## config.mk

```make
export PLATFORM = sky130hd
export DESIGN_NAME = cart_prg_ctrl
export DESIGN_NICKNAME = d
export VERILOG_FILES = /design/src/rtl/cart_pkg.sv /design/src/rtl/cart_regfile.sv /design/src/rtl/cart_prg_map.sv /design/src/rtl/cart_mirror.sv /design/src/rtl/cart_prg_ctrl.sv
export SDC_FILE = /design/constraint.sdc
export NUM_CORES = 1
export LEC_CHECK = 0
export BUFFER_PORTS_ARGS = -buffer_cell sky130_fd_sc_hd__buf_4
export CAP_MARGIN = 20
export CORE_MARGIN = 3
export CORE_UTILIZATION = 40
export DETAILED_ROUTE_END_ITERATION = 6
export MAX_ROUTING_LAYER = met4
export PLACE_DENSITY = 0.82
export SLEW_MARGIN = 10
export SYNTH_ARGS = -nofsm -noshare
export SYNTH_HDL_FRONTEND = slang
export SYNTH_SLANG_ARGS = --single-unit
```

## constraint.sdc

```tcl
create_clock -name clk -period 1.1 [get_ports clk]
set_input_delay 0.055 -clock clk [delete_from_list [all_inputs] [get_ports clk]]
set_output_delay 0.055 -clock clk [all_outputs]
set_load 0.02 [all_outputs]
```

## src/rtl/cart_pkg.sv

```systemverilog
package cart_pkg;

    localparam logic [7:0] PAGE_BLO = 8'h50;
    localparam logic [7:0] PAGE_BHI = 8'h51;
    localparam logic [7:0] PAGE_SER = 8'h52;
    localparam logic [7:0] PAGE_MIR = 8'h53;
    localparam logic [7:0] PAGE_RDS = 8'h55;

    typedef struct packed {
        logic       vid;
        logic       fix_sel;
        logic       hi_bit;
        logic       wide;
        logic [3:0] num;
    } bank_lo_t;

    typedef struct packed {
        logic cs2;
        logic cs1;
        logic sclk;
        logic sdo;
    } ser_t;

    typedef enum logic [2:0] {
        SEL_NONE,
        SEL_BLO,
        SEL_BHI,
        SEL_SER,
        SEL_MIR
    } reg_sel_e;

    function automatic reg_sel_e page_sel(input logic [7:0] page);
        case (page)
            PAGE_BLO: return SEL_BLO;
            PAGE_BHI: return SEL_BHI;
            PAGE_SER: return SEL_SER;
            PAGE_MIR: return SEL_MIR;
            default:  return SEL_NONE;
        endcase
    endfunction

    // Five bank lines A18..A14 from the bank-low register and CPU A14
    function automatic logic [4:0] low_lines(input bank_lo_t r, input logic a14);
        if (r.wide)
            return {r.num, a14};
        else if (!a14)
            return {r.hi_bit, r.num};
        else if (r.fix_sel)
            return {3'b111, r.num[0], 1'b0};
        else
            return 5'b11111;
    endfunction

endpackage

```

## src/rtl/cart_regfile.sv

```systemverilog
module cart_regfile
    import cart_pkg::*;
#(
    parameter int DW   = 8,
    parameter int HI_W = 2
) (
    input  logic            clk,
    input  logic            rst,
    input  logic            wr,
    input  logic [7:0]      page,
    input  logic [DW-1:0]   wdata,
    output bank_lo_t        bank_lo,
    output logic [HI_W-1:0] bank_hi,
    output ser_t            ser,
    output logic            mir_vert
);
    reg_sel_e sel;
    assign sel = wr ? page_sel(page) : SEL_NONE;

    always_ff @(posedge clk) begin
        if (rst) begin
            bank_lo  <= '0;
            bank_hi  <= '0;
            ser      <= '0;
            mir_vert <= 1'b0;
        end else begin
            case (sel)
                SEL_BLO: bank_lo <= bank_lo_t'(wdata[7:0]);
                SEL_BHI: bank_hi <= wdata[HI_W-1:0];
                SEL_SER: ser     <= '{cs2: wdata[6], cs1: wdata[4],
                                      sclk: wdata[1], sdo: wdata[0]};
                SEL_MIR: mir_vert <= wdata[7];
                default: ;
            endcase
        end
    end
endmodule

```

## src/rtl/cart_prg_map.sv

```systemverilog
module cart_prg_map
    import cart_pkg::*;
#(
    parameter int HI_W = 2,
    localparam int BW  = 5 + HI_W
) (
    input  bank_lo_t        bank_lo,
    input  logic [HI_W-1:0] bank_hi,
    input  logic            cpu_a14,
    output logic [BW-1:0]   prg_bank
);
    always_comb begin
        prg_bank = {bank_hi, low_lines(bank_lo, cpu_a14)};
    end
endmodule

```

## src/rtl/cart_mirror.sv

```systemverilog
module cart_mirror (
    input  logic wide_mode,
    input  logic mir_vert,
    input  logic ppu_a10,
    input  logic ppu_a11,
    output logic ciram_a10
);
    logic use_vert;
    assign use_vert  = !wide_mode || mir_vert;
    assign ciram_a10 = use_vert ? ppu_a10 : ppu_a11;
endmodule

```

## src/rtl/cart_prg_ctrl.sv

```systemverilog
module cart_prg_ctrl
    import cart_pkg::*;
#(
    parameter int RAM_AW = 11,
    parameter int HI_W   = 2,
    localparam int BW    = 5 + HI_W
) (
    input  logic              clk,
    input  logic              rst,
    input  logic [15:0]       cpu_addr,
    input  logic [7:0]        cpu_wdata,
    input  logic              cpu_wr,
    input  logic              cpu_rd,
    input  logic              ppu_a10,
    input  logic              ppu_a11,
    input  logic              ee_di,
    output logic [BW-1:0]     prg_bank,
    output logic              prg_rom_ce,
    output logic              prg_ram_ce,
    output logic [RAM_AW-1:0] prg_ram_addr,
    output logic              ciram_a10,
    output logic              ee_do,
    output logic              ee_clk,
    output logic              ee_cs1,
    output logic              ee_cs2,
    output logic [7:0]        cpu_rdata,
    output logic              cpu_rd_hit
);
    bank_lo_t        bank_lo;
    logic [HI_W-1:0] bank_hi;
    ser_t            ser;
    logic            mir_vert;

    cart_regfile #(.DW(8), .HI_W(HI_W)) u_regs (
        .clk      (clk),
        .rst      (rst),
        .wr       (cpu_wr),
        .page     (cpu_addr[15:8]),
        .wdata    (cpu_wdata),
        .bank_lo  (bank_lo),
        .bank_hi  (bank_hi),
        .ser      (ser),
        .mir_vert (mir_vert)
    );

    cart_prg_map #(.HI_W(HI_W)) u_map (
        .bank_lo  (bank_lo),
        .bank_hi  (bank_hi),
        .cpu_a14  (cpu_addr[14]),
        .prg_bank (prg_bank)
    );

    cart_mirror u_mir (
        .wide_mode (bank_lo.wide),
        .mir_vert  (mir_vert),
        .ppu_a10   (ppu_a10),
        .ppu_a11   (ppu_a11),
        .ciram_a10 (ciram_a10)
    );

    assign ee_do  = ser.sdo;
    assign ee_clk = ser.sclk;
    assign ee_cs1 = ser.cs1;
    assign ee_cs2 = ser.cs2;

    assign prg_ram_ce   = (cpu_addr[15:13] == 3'b011);
    assign prg_ram_addr = cpu_addr[RAM_AW-1:0];
    assign prg_rom_ce   = cpu_rd && cpu_addr[15];

    assign cpu_rd_hit = cpu_rd && (cpu_addr[15:8] == PAGE_RDS);
    assign cpu_rdata  = cpu_rd_hit ? {5'b0, ~ee_di, 2'b0} : 8'h00;
endmodule

```

==> impl_metrics.tcl <==
set metrics [dict create \
    status "finished with violations" \
    violations "setup timing" \
    clk_pin_slew_worst_paths_ns 0.09 \
    slew_viol_final 0 \
    dr.pass1.iters 4 \
    antenna_found_initial 0 \
    drt-initial-drc-count 6 \
    setup_viol 6 \
    die_w_um 54.3 \
    holdBufCountCts 0 \
    peakVddDrop_uv 517 \
    htree_levels 1 \
    synth_top_area_cell "dfxtp_1" \
    viasPerCell 4.81 \
    clk_path_buf_depth 2 \
    slowest_stage "o32a_4" \
    syn-instance-count 103 \
    nNetsFinal 169 \
    place_congestion 0.706 \
    io_buffer_count 41 \
    crit_type "register to output port" \
    ys_top_cells_by_count "22 x nand2b_1, 18 x buf_4, 14 x dfxtp_1, 14 x mux2i_1" \
    antenna_left 0 \
    vias 789 \
    drt-total-wl_mm 2.18 \
    rows 16 \
    grt-ovfl-total 0 \
    fin_crit_ns 1.17 \
    grt_pass1_wl_mm 3.57 \
    grt_pass1_vias 820 \
    worstSetupStartpointType "register" \
    cts_buffers 3 \
    grt_setup_unrepaired "true" \
    post-route-util_pct 62.0 \
    drc_errors 0 \
    synth_top_area_share_pct 30.0 \
    arrival_ns 1.12 \
    synth_area_um2 933 \
    hold_path_startpoint "cpu_wdata[7]" \
    hold_ws_ns 0.0376 \
    skew_ns 0 \
    slowest_delay_ns 0.37 \
    r2r_slack_ns 0.39 \
    rr_startpoint "u_regs.bank_lo[1]" \
    crit_cells 2 \
    ys_ff_latch 14 \
    min_path_type "input pin to register" \
    cts_tree "done" \
    core_um2 2080 \
    grt_max_degree 23 \
    whs_path_depth 3 \
    area_delta_synth_final_pct 38.2 \
    crit_path_start "u_regs.bank_lo[1]" \
    max_cap_violations 0 \
    track_usage_pct 17.5 \
    required_ns 1.04 \
    io_pins 65 \
    hpwl_mm 1.67 \
    crit_fanout 2 \
    synthArstFlopShare_pct 0 \
    root_buffer "clkbuf_4" \
    power_density_nw_per_um2 869 \
    postSynth.topFlopCell "dfxtp_1" \
    p_leak_nw 0.609 \
    num_antenna_cells 0 \
    initial_core_util_pct 44.8 \
    worstPathBufferInverterCount 1 \
    synth.most_common_cell "nand2b_1" \
    ff2ff_path_depth 3 \
    dieArea_um2 2950 \
    hold_viol_final 0 \
    fp.dieH_um 54.3 \
    fin_crit_sh_pct 106 \
    seq_area_frac_synth_pct 30.0 \
    path_cells "o32a_4 > buf_6" \
    clock_latency_ns 0.28 \
    worstSetupEndpointType "output port" \
    wire_per_inst_um 13.3 \
    ys.warnings.count 0 \
    cts.sinks 14 \
    critPathTopFamily "compound AO/OA/AOI/OAI gates" \
    finalWorstSetupSlack_ns -0.0715 \
    synth_area_leaders "dfxtp_1 30%, mux2i_1 15%, nand2b_1 15%, buf_4 14%, buf_6 2.4%" \
    yosys.cell_types.count 26 \
    synth_edf_count 0 \
    layout-drive-gt1-share_pct 51.1 \
    avgSynthCellArea_um2 9.06 \
    clock.fmax_mhz 854 \
]
## timing repair
action	CTS	global route
endpoints found under the hold margin	0	0
endpoints found under the setup margin	7	7
setup buffers	1	1
gates cloned	0	0
gates resized for setup	23	1
pin swaps	6	1
## kinds of logic (layout without fill, tap and decap cells)
logic type             count (synthesis)  in the layout  synth area share [%]
AOI/OAI and AO/OA                      8              8                  5.09
buffers and inverters                 24             52                  18.5
DFF                                   14             14                  30.0
muxes                                 14             14                  15.0
other                                  1              7                 0.402
and+or+nand+nor                       42             42                  31.0
## state kept, by name (all words and copies together) (netlist names)
name and cells:
u_regs.bank_lo 7, u_regs.bank_hi 2, u_regs.mir_vert 1, u_regs.ser 4
## power by group
group / switching, W / total [W] / internal, W
logic: 0.000114 / 0.000240 / 0.000126
registers: 0.000000513 / 0.000505 / 0.000504
clock network: 0.000175 / 0.000377 / 0.000201
total: 0.000290 / 0.00112 / 0.000832
## worst paths after layout
path                       end
min            u_regs.mir_vert
min reg2reg  u_regs.bank_lo[5]
max reg2reg  u_regs.bank_lo[1]
max                prg_bank[1]
## cell usage in the layout, fill, tap and decap left out, types with 2 or more instances in the layout
cell	instances
nor2_1	3
buf_4	41
dfxtp_1	11
clkbuf_4	3
nand2_2	3
o21ai_2	3
nand2b_1	22
dfxtp_2	2
conb_1	7
buf_6	6
mux2i_1	14
## metrics by stage
| step | power, W | instance area, µm² | worst slack (ns) | TNS, ns | instances |
|---|---|---|---|---|---|
| 2_1_floorplan | 0.000700 | 968 | -0.0109 | -0.0109 | 109 |
| 3_3_place_gp | 0.000736 | 1170 | -0.0273 | -0.185 | 158 |
| 4_1_cts | 0.00113 | 1280 | -0.0777 | -0.200 | 163 |
| 3_5_place_dp | 0.000742 | 1170 | -0.0551 | -0.341 | 158 |
| 5_1_grt | 0.00118 | 1290 | -0.116 | -0.545 | 164 |
| 6_report | 0.00112 | 1290 | -0.0715 | -0.157 | 164 |
## layer usage
layer / part of all wire, % / GRT usage, % / vias to the layer above
met4: 3.9 / 11.2 / 0
met5: 0 / - / -
met1: 37 / 17.3 / 359
met2: 51 / 30.5 / 29
met3: 7.4 / 4.36 / 14
li1: - / - / 387
## cell type report
type	instances	area, µm²
clock buffer	4	36.3
fill	195	792
inverter	1	3.75
multi-input combinational	71	554
sequential	14	287
tap	27	33.8
timing repair buffer	47	375
## worst reg2reg max path: cells and delay by family, from the launching register on
family | cells | cell delay, ns
buffers and inverters | 1 | 0.13
DFF | 1 | 0.33
muxes | 1 | 0.06
and+or+nand+nor | 1 | 0.07
(Power assumes the default switching activity.)
